## src/rtl/spi_rf_pkg.sv

```systemverilog
package spi_rf_pkg;
    localparam int BYTE_W = 8;
    localparam int ADDR_W = 7;
    localparam int CNT_W  = $clog2(BYTE_W);

    typedef enum logic {
        PH_CMD  = 1'b0,
        PH_DATA = 1'b1
    } phase_e;

    typedef struct packed {
        logic              sck_prev;
        logic              cs_prev;
        logic [CNT_W-1:0]  bit_cnt;
        logic [BYTE_W-2:0] rx;
        logic [BYTE_W-1:0] tx;
        logic [ADDR_W-1:0] addr;
        phase_e            phase;
        logic              is_read;
        logic              load_pend;
        logic              oe;
    } eng_s;
endpackage

```

## src/rtl/spi_rf_sync.sv

```systemverilog
module spi_rf_sync #(
    parameter int              STAGES  = 2,
    parameter int              WIDTH   = 3,
    parameter logic [WIDTH-1:0] RST_VAL = '0
) (
    input  logic             clk,
    input  logic             rst_n,
    input  logic [WIDTH-1:0] async_i,
    output logic [WIDTH-1:0] sync_o
);
    logic [WIDTH-1:0] stage_d [STAGES];
    logic [WIDTH-1:0] stage_q [STAGES];

    always_comb begin
        stage_d[0] = async_i;
        for (int i = 1; i < STAGES; i++) begin
            stage_d[i] = stage_q[i-1];
        end
    end

    always_ff @(posedge clk or negedge rst_n) begin
        if (!rst_n) begin
            for (int i = 0; i < STAGES; i++) begin
                stage_q[i] <= RST_VAL;
            end
        end else begin
            for (int i = 0; i < STAGES; i++) begin
                stage_q[i] <= stage_d[i];
            end
        end
    end

    assign sync_o = stage_q[STAGES-1];
endmodule

```

## src/rtl/spi_rf_store.sv

```systemverilog
module spi_rf_store
    import spi_rf_pkg::*;
#(
    parameter int NUM_REGS = 5
) (
    input  logic              clk,
    input  logic              rst_n,
    input  logic              wr_en,
    input  logic [ADDR_W-1:0] wr_addr,
    input  logic [BYTE_W-1:0] wr_data,
    input  logic [ADDR_W-1:0] rd_addr,
    output logic [BYTE_W-1:0] rd_data
);
    logic [NUM_REGS-1:0][BYTE_W-1:0] regs_d;
    logic [NUM_REGS-1:0][BYTE_W-1:0] regs_q;

    always_comb begin
        regs_d = regs_q;
        for (int i = 0; i < NUM_REGS; i++) begin
            if (wr_en && (wr_addr == ADDR_W'(i))) begin
                regs_d[i] = wr_data;
            end
        end
    end

    always_ff @(posedge clk or negedge rst_n) begin
        if (!rst_n) begin
            regs_q <= '0;
        end else begin
            regs_q <= regs_d;
        end
    end

    always_comb begin
        rd_data = '0;
        for (int i = 0; i < NUM_REGS; i++) begin
            if (rd_addr == ADDR_W'(i)) begin
                rd_data = regs_q[i];
            end
        end
    end

    // a write aimed at an empty slot leaves every register untouched
    a_r4_dummy_write_ignored: assert property (@(posedge clk) disable iff (!rst_n)
        (wr_en && (wr_addr >= ADDR_W'(NUM_REGS))) |=> $stable(regs_q));
endmodule

```

## src/rtl/spi_regfile_slave.sv

```systemverilog
module spi_regfile_slave
    import spi_rf_pkg::*;
#(
    parameter int NUM_REGS    = 5,
    parameter int NUM_DUMMY   = 3,
    parameter int SYNC_STAGES = 2
) (
    input  logic clk,
    input  logic rst_n,
    input  logic cs_n,
    input  logic sck,
    input  logic mosi,
    output logic miso,
    output logic miso_oe
);
    localparam int WRAP_AT = NUM_REGS + NUM_DUMMY;
    localparam logic [ADDR_W-1:0] LAST_ADDR = ADDR_W'(WRAP_AT - 1);
    localparam logic [CNT_W-1:0]  LAST_BIT  = CNT_W'(BYTE_W - 1);

    logic [2:0] pins_s;
    logic       cs_s, sck_s, mosi_s;

    spi_rf_sync #(
        .STAGES  (SYNC_STAGES),
        .WIDTH   (3),
        .RST_VAL (3'b100)
    ) u_sync (
        .clk     (clk),
        .rst_n   (rst_n),
        .async_i ({cs_n, sck, mosi}),
        .sync_o  (pins_s)
    );

    assign cs_s   = pins_s[2];
    assign sck_s  = pins_s[1];
    assign mosi_s = pins_s[0];

    eng_s q, d;
    logic              sck_rise, sck_fall;
    logic [BYTE_W-1:0] rx_byte;
    logic              wr_en;
    logic [BYTE_W-1:0] rd_data;

    function automatic logic [ADDR_W-1:0] step_addr(input logic [ADDR_W-1:0] a);
        return (a >= LAST_ADDR) ? '0 : a + 1'b1;
    endfunction

    assign sck_rise = sck_s & ~q.sck_prev;
    assign sck_fall = ~sck_s & q.sck_prev;
    assign rx_byte  = {q.rx, mosi_s};

    always_comb begin
        d          = q;
        d.sck_prev = sck_s;
        d.cs_prev  = cs_s;
        wr_en      = 1'b0;
        if (cs_s) begin
            d.bit_cnt   = '0;
            d.phase     = PH_CMD;
            d.is_read   = 1'b0;
            d.load_pend = 1'b0;
            d.oe        = 1'b0;
        end else if (sck_rise) begin
            d.rx      = rx_byte[BYTE_W-2:0];
            d.bit_cnt = q.bit_cnt + 1'b1;
            if (q.bit_cnt == LAST_BIT) begin
                if (q.phase == PH_CMD) begin
                    d.phase     = PH_DATA;
                    d.is_read   = rx_byte[BYTE_W-1];
                    d.addr      = rx_byte[ADDR_W-1:0];
                    d.load_pend = rx_byte[BYTE_W-1];
                end else begin
                    wr_en       = ~q.is_read;
                    d.addr      = step_addr(q.addr);
                    d.load_pend = q.is_read;
                end
            end
        end else if (sck_fall) begin
            if (q.load_pend) begin
                d.tx        = rd_data;
                d.oe        = 1'b1;
                d.load_pend = 1'b0;
            end else if (q.oe) begin
                d.tx = {q.tx[BYTE_W-2:0], 1'b0};
            end
        end
    end

    always_ff @(posedge clk or negedge rst_n) begin
        if (!rst_n) begin
            q          <= '0;
            q.cs_prev  <= 1'b1;
        end else begin
            q <= d;
        end
    end

    spi_rf_store #(
        .NUM_REGS (NUM_REGS)
    ) u_store (
        .clk     (clk),
        .rst_n   (rst_n),
        .wr_en   (wr_en),
        .wr_addr (q.addr),
        .wr_data (rx_byte),
        .rd_addr (q.addr),
        .rd_data (rd_data)
    );

    assign miso    = q.tx[BYTE_W-1];
    assign miso_oe = q.oe;

    // deselect releases the output
    a_r6_release_on_deselect: assert property (@(posedge clk) disable iff (!rst_n)
        cs_s |=> !miso_oe);

    // output only ever driven inside a read frame
    a_r6_drive_only_reading: assert property (@(posedge clk) disable iff (!rst_n)
        miso_oe |-> q.is_read);

    // deselect mid-byte clears the bit position
    a_r7_abort_clears_count: assert property (@(posedge clk) disable iff (!rst_n)
        (cs_s && !q.cs_prev) |=> (q.bit_cnt == '0 && q.phase == PH_CMD));

    // the last slot is followed by slot zero
    a_r5_wrap_to_zero: assert property (@(posedge clk) disable iff (!rst_n)
        (!cs_s && sck_rise && q.phase == PH_DATA && q.bit_cnt == LAST_BIT
         && q.addr == LAST_ADDR) |=> (q.addr == '0));

    // a load from an empty slot puts zero on the line
    a_r4_dummy_loads_zero: assert property (@(posedge clk) disable iff (!rst_n)
        (!cs_s && sck_fall && q.load_pend && q.addr >= ADDR_W'(NUM_REGS))
        |=> (q.tx == '0 && miso_oe));
endmodule

```

## config.mk

```make
export PLATFORM = sky130hd
export DESIGN_NAME = spi_regfile_slave
export DESIGN_NICKNAME = d
export VERILOG_FILES = /design/src/rtl/spi_rf_pkg.sv /design/src/rtl/spi_rf_sync.sv /design/src/rtl/spi_rf_store.sv /design/src/rtl/spi_regfile_slave.sv
export SDC_FILE = /design/constraint.sdc
export NUM_CORES = 1
export LEC_CHECK = 0
export BUFFER_PORTS_ARGS = -buffer_cell sky130_fd_sc_hd__buf_2
export CORE_UTILIZATION = 45
export CTS_BUF_LIST = sky130_fd_sc_hd__clkbuf_16
export DETAILED_ROUTE_END_ITERATION = 7
export GPL_TIMING_DRIVEN = 0
export HOLD_SLACK_MARGIN = 0.15
export PLACE_DENSITY = 0.67
export SYNTH_ARGS = -nofsm -noshare
export SYNTH_HDL_FRONTEND = slang
export SYNTH_SLANG_ARGS = --single-unit
export TNS_END_PERCENT = 30
```

## constraint.sdc

```tcl
create_clock -name clk -period 2.6 [get_ports clk]
set_clock_uncertainty 0.05 [all_clocks]
set_input_delay 0.26 -clock clk [delete_from_list [all_inputs] [get_ports clk]]
set_output_delay 0.26 -clock clk [all_outputs]
set_load 0.005 [all_outputs]
```

# After elaboration in Yosys (flattened, before gate mapping)
# Index checks and enable logic that the tools add are counted.
# W data, S select, Z words.
totals:
  in_bits: 5
  elab_cells: 77
  ff_bits: 76
op_classes:
  n_eq_ne: 8
  add_sub_neg: 2
  muxes: 24
  n_reduce_logical: 19
  n_bitwise: 7
  magnitude_cmp: 1
op_table:
  columns: ["op", "count"]
  rows:
  - ["$mux W8", 7]
  - ["$eq A7 B2 Y1 const B", 2]
  - ["$mux W7", 2]
  - ["$mux W10", 1]
  - ["$reduce_bool A2 Y1", 5]
  - ["$mux W1", 9]
  - ["$reduce_and A3 Y1", 3]
  - ["$add A7 B1 Y7 const B", 1]
  - ["$eq A7 B1 Y1 const B", 1]
  - ["$eq A7 B3 Y1 const B", 1]
  - ["$ge A7 B3 Y1 const B", 1]
  - ["$logic_not A7 Y1", 1]
  - ["$mux W3", 2]
  - ["$reduce_and A2 Y1", 3]
  - ["$logic_and A1 B1 Y1", 5]
  - ["$not A1 Y1", 5]
  - ["$mux W2", 2]
  - ["$mux W4", 1]
  - ["$ne A2 B1 Y1 const B", 2]
  - ["$reduce_and A4 Y1", 1]
  - ["$add A3 B1 Y3 const B", 1]
  - ["$eq A3 B3 Y1 const B", 1]
  - ["$ne A3 B1 Y1 const B", 1]
  - ["$reduce_bool A3 Y1", 1]
  - ["$and A1 B1 Y1", 2]

# Depth between registers and ports, before layout
# Gate-level depths: netlist of the first run.
logic_depth:
  ltp_word: 7
  depth_mapped: 9
  mapped_depth_nobuf: 6

# Modules after synthesis
# Synthesis of the first run repeated with hierarchy kept, for this count alone.
unflattened:
  cells_unflattened: 265
  hier_area_um2: 3478.3
modules_own_cells:
  columns: ["mod", "area_each_um2", "instances", "cells_per_inst", "seq_area_each_um2"]
  rows:
  - ["spi_rf_store", 1920.6, 1, 139, 1001.0]
  - ["spi_regfile_slave", 1405.1, 1, 120, 750.7]
  - ["spi_rf_sync", 152.6, 1, 6, 152.6]

# Least setup slack after synthesis of the first run
# Ideal clock, no wire load.
synth_path:
  kind: "flip-flop to flip-flop"
  from: "register q[30] in the netlist's numbering"
  to: "register u_store.regs_q[32] in the netlist's numbering"
  path_stages_with_launch: 8
  arrival_ns: 1.822
  path_slack_ns: 0.603
  cell_sequence: "dfrtp_1 -> inv_1 -> ha_1 -> buf_2 -> nand4b_1 -> or2_2 -> nor2_2 -> mux2_2"
synth_between:
  elab_chain_cells: 5
synth_lines:
  columns: ["element", "line", "rtl"]
  rows:
  - ["start, declared", "spi_regfile_slave.sv:38", "eng_s q, d;"]
  - ["$not A1 Y1", "spi_regfile_slave.sv:48", "assign sck_rise = sck_s & ~q.sck_prev;"]
  - ["$and A1 B1 Y1", "spi_regfile_slave.sv:48", null]
  - ["$mux W1", "spi_regfile_slave.sv:63", "end else if (sck_rise) begin"]
  - ["$mux W1", "spi_regfile_slave.sv:57", "if (cs_s) begin"]
  - ["$logic_and A1 B1 Y1", "spi_rf_store.sv:20", "if (wr_en && (wr_addr == ADDR_W'(i))) begin"]
  - ["end signal, assigned", "spi_rf_store.sv:30", "regs_q <= regs_d;"]
  - ["end, declared", "spi_rf_store.sv:15", "logic [NUM_REGS-1:0][BYTE_W-1:0] regs_q;"]
# Every way passes these cells.
# A chain may end at the register's enable or synchronous reset.

# Final worst setup path of the first run
layout_path:
  from: "register q[9] in the netlist's numbering"
  to: "register u_store.regs_q[34] in the netlist's numbering"
layout_between:
  elab_chain_cells: 2
layout_lines:
  columns: ["element", "line"]
  rows:
  - ["$eq A7 B3 Y1", "spi_rf_store.sv:20"]
  - ["$logic_and A1 B1 Y1", "spi_rf_store.sv:20"]
# Every way passes these cells.

==> impl_metrics.py, run 1 <==
metrics = {
    "synthesis": {
        "synth.most_common_cell": "dfrtp_1",
        "syn_nets": 288,
        "ys.flop_type": "dfrtp_1",
        "synth.avg_cell_area_um2": 12.4,
        "ys_warn_count": 0,
        "async_flop_share": 1.00,
        "synth_area_leaders": "dfrtp_1 (54%), mux2_2 (15%), mux2i_1 (3.2%)",
        "synth_xor_area_frac": 0.00256,
        "synth.largest_area_cell": "dfrtp_1",
        "ys_types": 43,
        "synth_top_family_by_area": "multiplexers",
        "muxShareOfSynthArea": 0.187,
        "yosys.area_share.simple": 0.100,
        "synth-compound-area-share": 0.103,
        "synth_common_cells": "dfrtp_1 (74), mux2_2 (46), o21ai_0 (14)",
        "syn_inst": 275,
        "syn_area_mm2": 0.00342,
        "ys_ff_latch": 76,
        "synth-adder-area-share": 0.0292,
        "synth-edff-count": 0,
        "ys_seq_area_frac": 0.556,
        "synth_top_area_share": 0.541,
    },
    "timing": {
        "setup_viol": 0,
        "period_needed_ns": 2.27,
        "relSlewSlack": 0.497,
        "tightest_slew_ns": 0.744,
        "final_hold_viol_count": 0,
        "rsz0062_at_grt": "false",
        "finalMaxSlewViolations": 0,
        "max_freq_mhz": 440,
        "post-route-period-util": 0.874,
        "setup_tns_ns": 0,
    },
    "clocking": {
        "postCtsSetupRepairBufs": 0,
        "htreeDepth": 3,
        "cts_tree": "yes",
        "cts_max_path_buffers": 2,
        "cts_sinks": 76,
        "numCtsBuffers": 9,
        "clockRootBuffer": "clkbuf_16",
        "clk_latency_ns": 0.33,
        "clk_pin_slew_ns": 0.05,
    },
    "critical_path": {
        "worstSetupPathType": "reg2reg",
        "path_delay_family": "simple AND/OR/NAND/NOR gates",
        "critPathRequiredTime_ns": 2.76,
        "arrival_ns": 2.43,
        "cp_cell_sequence": "nor4_1, nand3_1, nor2_2, mux2_2",
        "cpPeakStageDelay_ns": 0.52,
        "r2r_start": "q[9]",
        "cp-startpoint": "q[9]",
        "critPathLaunchType": "flop",
        "critPathBufInv": 0,
        "endpoint_kind": "flop",
        "worst_path_max_delay_cell": "nor2_2",
        "crit_fanout": 9,
    },
    "power": {
        "switching_share": 0.236,
        "peakVddDrop_uv": 325,
        "pwr-share-comb": 0.046,
        "p_int_mw": 2.02,
        "leakage_nw": 1.88,
        "seqPwrFrac": 0.515,
        "p_switching_uw": 625,
        "power_per_cell_area_mw_per_mm2": 674,
        "p_clk_frac": 0.439,
    },
    "floorplanning": {
        "rows": 31,
        "io_pins": 7,
        "coreArea_mm2": 0.00729,
        "die_area_mm2": 0.00796,
        "fp.dieH_um": 89.2,
        "start_util": 0.469,
        "fp.dieW_um": 89.2,
    },
    "placement": {
        "io_buffers": 6,
        "place_congestion": 0.833,
        "post-dp-hpwl_um": 4700,
        "dp.cells": 381,
    },
    "routing": {
        "wl_per_cell_um": 17.2,
        "dr.pass1.iters": 4,
        "drc": 0,
        "first_iter_violations": 106,
        "ant_nets": 0,
        "num_vias": 2225,
        "routed_wl_um": 6880,
        "viasPerCell": 5.56,
    },
    "finish": {
        "area_growth_pct": 14.8,
        "drive_gt1_frac": 0.256,
        "final_util": 0.539,
        "diodes": 0,
        "final_nets": 310,
        "fin_cells": 400,
    },
    "global_route": {
        "grt_overflow": 0,
        "antenna_found_initial": 0,
        "track_usage": 0.197,
        "grt_start_max_net_pins": 54,
        "grt_pass1_vias": 2171,
        "grt_pass1_wl_um": 11300,
    },
    "outcome": {
        "status": "finished clean",
    },
    "run": {
        "max_cap_violations": 0,
    },
    "hold_path": {
        "hp-class": "reg2reg",
        "hold_start": "u_sync.stage_d[1]",
    },
}
==> per-layer routing <==
layer	up-vias	share of wire	GRT usage
met2	43	0.48	0.300
met1	1127	0.47	0.277
met5	-	0	0
met3	8	0.039	0.0443
met4	0	0.013	0.0693
li1	1047	-	-
==> registers in the layout, indices dropped and copies added, names as in the netlist <==
name            flops
q                  28
miso                1
u_store.regs_q     40
u_sync.sync_o       3
miso_oe             1
u_sync.stage_d      3
==> final timing paths <==
kind                                 endpoint  slack (ns)  depth (start not counted)
max in group asynchronous   u_sync.stage_d[2]        1.58                          3
setup / recovery           u_store.regs_q[34]        0.33                          4
hold reg to reg              u_sync.sync_o[1]        0.30                          0
hold / removal               u_sync.sync_o[1]        0.30                          0
setup reg to reg           u_store.regs_q[34]        0.33                          4
min in group asynchronous               q[30]        0.33                          2
==> cell usage in the layout (no fill, tap or decap), drive strengths merged, types with 2 or more instances in the layout <==
cell type / Yosys / final
dfrtp: 74 / 74
nand3: 3 / 3
nor2b: 8 / 8
and3: 8 / 8
dfstp: 2 / 2
ha: 8 / 8
inv: 10 / 13
mux2: 47 / 47
buf: 2 / 9
nand4: 2 / 2
o21ai: 14 / 14
clkbuf: 7 / 16
a21oi: 5 / 5
or2: 2 / 2
dlygate4sd3: 0 / 4
clkinv: 1 / 3
mux2i: 11 / 11
or3: 3 / 3
o22ai: 7 / 7
nor2: 13 / 13
a221oi: 8 / 8
a31oi: 2 / 2
o31ai: 7 / 7
nor4: 2 / 2
o211a: 2 / 2
nand2: 14 / 14
==> area by class of cell <==
type | count | area, µm²
inverters | 11 | 41.3
fillers | 625 | 3360
repair buffers | 11 | 100
flip-flops and latches | 76 | 1900
clock buffers | 9 | 225
well taps | 99 | 124
multi-input cells | 179 | 1450
clock inverters | 6 | 50.0
plain buffers | 9 | 35.0
==> stage by stage <==
stage	setup slack [ns]	cell area, µm²	power (mW)	hold slack [ns]
after floorplan	0.603	3420	1.39	-0.0856
after global placement	0.266	3580	1.49	0.284
after detailed placement	0.199	3610	1.51	0.133
after CTS	0.184	3920	2.67	0.305
after global routing	0.0588	3930	2.75	0.307
final	0.327	3930	2.65	0.304
==> power groups by stage <==
stage	sequential [mW]	combinational (mW)	clock, mW
2_1_floorplan	1.32	0.0776	0
3_3_place_gp	1.38	0.110	0
3_5_place_dp	1.39	0.120	0
4_1_cts	1.36	0.126	1.18
5_1_grt	1.37	0.138	1.24
6_report	1.36	0.123	1.16
==> worst reg2reg max path: stages, from the launching register on <==
cell     delay, ns
dfrtp_1       0.42
nor4_1        0.37
nand3_1       0.40
nor2_2        0.52
mux2_2        0.39
==> what timing repair did <==
| item | CTS | global route |
|---|---|---|
| hold buffers | 4 | 0 |
| hold endpoints to repair | 44 | 0 |
| setup endpoints to repair | 0 | 1 |
| gates resized for setup | 0 | 1 |
==> cell families (layout without fill, tap and decap cells) <==
group,after synthesis,after routing
AOI/OAI and AO/OA,52,52
and+or+nand+nor,60,60
DFF,76,76
muxes,58,58
xor gates and xnor gates,1,1
adders and majority gates,8,8
buffers and inverters,20,46
(Power assumes the default switching activity.)
==> run 2: changes to the inputs <==
Settings changed: CELL_PAD_IN_SITES_DETAIL_PLACEMENT set to 1, CELL_PAD_IN_SITES_GLOBAL_PLACEMENT set to 2, CORE_UTILIZATION 45 to 43, PLACE_DENSITY 0.67 to 0.85.
==> impl_metrics.py, run 2 (same netlist as run 1, synthesis figures left out) <==
metrics = {
    "outcome": {
        "status": "finished clean",
    },
    "routing": {
        "viasPerCell": 5.53,
        "drc": 0,
        "routed_wl_um": 7440,
        "dr.pass1.iters": 4,
        "num_vias": 2233,
        "ant_nets": 0,
        "first_iter_violations": 87,
        "wl_per_cell_um": 18.4,
    },
    "critical_path": {
        "arrival_ns": 2.57,
        "critPathLaunchType": "flop",
        "worstSetupPathType": "reg2reg",
        "critPathRequiredTime_ns": 2.77,
        "worst_path_max_delay_cell": "nor2_2",
        "endpoint_kind": "flop",
        "crit_fanout": 9,
        "cp_cell_sequence": "nor4_1, nand3_1, nor2_2, mux2_2",
        "cpPeakStageDelay_ns": 0.57,
    },
    "global_route": {
        "grt_start_max_net_pins": 59,
        "gr-usage-met2": 0.314,
        "grt_pass1_vias": 2425,
        "track_usage": 0.201,
        "top_usage_layer": "met2",
        "use_met3": 0.0302,
        "grt_pass1_wl_um": 12700,
        "grtUsageMet1": 0.278,
        "grt_overflow": 0,
        "antenna_found_initial": 0,
    },
    "power": {
        "seqPwrFrac": 0.463,
        "power_per_cell_area_mw_per_mm2": 730,
        "p_int_mw": 2.24,
        "pwr-share-comb": 0.043,
        "totalPowerFinal_mw": 2.92,
        "peakVddDrop_uv": 485,
        "p_switching_uw": 679,
        "leakage_nw": 1.90,
        "switching_share": 0.232,
        "p_clk_frac": 0.495,
    },
    "clocking": {
        "numCtsBuffers": 9,
        "clockRootBuffer": "clkbuf_16",
        "cts_tree": "yes",
        "clk_pin_slew_ns": 0.06,
        "htreeDepth": 3,
        "clk_latency_ns": 0.33,
        "cts_max_path_buffers": 2,
        "cts_sinks": 76,
    },
    "finish": {
        "nFillCells": 794,
        "largest_register_ffs": 40,
        "final_cell_mix": "dfrtp_1 (74), mux2_2 (46), o21ai_0 (14)",
        "mostFrequentLayoutCell": "dfrtp_1",
        "drive_gt1_frac": 0.272,
        "multiInputGateArea_mm2": 0.00145,
        "top_register": "u_store.regs_q",
        "final_util": 0.518,
        "area_growth_pct": 17.0,
        "diodes": 0,
        "regArea_mm2": 0.00190,
        "reg.largest.list": "u_store.regs_q: 40 flops, q: 28 flops",
        "final_nets": 310,
        "design_area_mm2": 0.00401,
    },
    "floorplanning": {
        "coreArea_mm2": 0.00773,
        "die_area_mm2": 0.00832,
        "io_pins": 7,
        "start_util": 0.443,
        "rows": 32,
        "fp.dieH_um": 91.2,
        "fp.dieW_um": 91.2,
    },
    "placement": {
        "post-dp-hpwl_um": 5180,
        "io_buffers": 6,
        "placed_area_mm2": 0.00361,
        "place_congestion": 0.796,
    },
    "timing": {
        "tightest_slew_ns": 0.716,
        "max_freq_mhz": 417,
        "relSlewSlack": 0.516,
        "setup_viol": 0,
        "period_needed_ns": 2.40,
        "finalMaxSlewViolations": 0,
        "post-route-period-util": 0.923,
        "setup_tns_ns": 0,
        "final_hold_viol_count": 0,
        "rsz0062_at_grt": "false",
    },
    "hold_path": {
        "hp-class": "reg2reg",
    },
    "run": {
        "max_cap_violations": 0,
    },
}
## run 2: cell count changes in the layout (fill, tap and decap cells not counted), sizes merged
cell      change
bufinv        +2
clkinvlp      +1
inv           -2
## run 2: area by class of cell
type                    count  share of cell area
plain buffers               9             0.00874
clock buffers               9              0.0562
clock inverters             7              0.0309
inverters                  11              0.0103
multi-input cells         179               0.362
flip-flops and latches     76               0.475
well taps                 102              0.0319
repair buffers             11              0.0250
## run 2: metal layers
| metal | routed length [µm] | share of wire |
|---|---|---|
| met1 | 3640 | 0.49 |
| met2 | 3540 | 0.48 |
| met3 | 119 | 0.016 |
| met4 | 129 | 0.017 |
| met5 | 0 | 0 |
## run 2: worst paths after layout
check	cells after the start	slack (ns)	from	to
max in group asynchronous	3	1.56	rst_n	u_sync.sync_o[2]
worst max-delay path	4	0.20	q[9]	u_store.regs_q[33]
worst min register to register	0	0.30	u_sync.stage_d[0]	u_sync.sync_o[0]
worst min-delay path	0	0.30	u_sync.stage_d[0]	u_sync.sync_o[0]
worst max register to register	4	0.20	q[9]	u_store.regs_q[33]
min in group asynchronous	2	0.31	rst_n	u_store.regs_q[37]
## run 2: stage by stage
stage,hold WS (ns),cells,setup slack [ns]
2_1_floorplan,-0.0856,275,0.603
3_3_place_gp,0.283,383,0.275
3_5_place_dp,0.111,384,0.174
4_1_cts,0.299,404,0.125
5_1_grt,0.313,404,0.0403
6_report,0.302,404,0.200
## run 2: power groups by stage
stage                     combinational [mW]  sequential [mW]  clock [mW]
after global routing                   0.140             1.37        1.51
after detailed placement               0.123             1.38           0
final                                  0.125             1.35        1.45
after CTS                              0.128             1.36        1.47
after floorplan                       0.0776             1.32           0
after global placement                 0.113             1.37           0
## run 2: timing repair
action / 4_1_cts / 5_1_grt
endpoints found under the hold margin: 77 / 0
endpoints found under the setup margin: 0 / 5
hold buffers: 4 / 0
buffers inserted: 0 / 0
gates resized for setup: 0 / 1
## run 2: worst max-delay path, delay by kind of cell, from the launching register on
family	cells	cell delay [ns]
simple gates	3	1.41
flops	1	0.43
mux	1	0.40
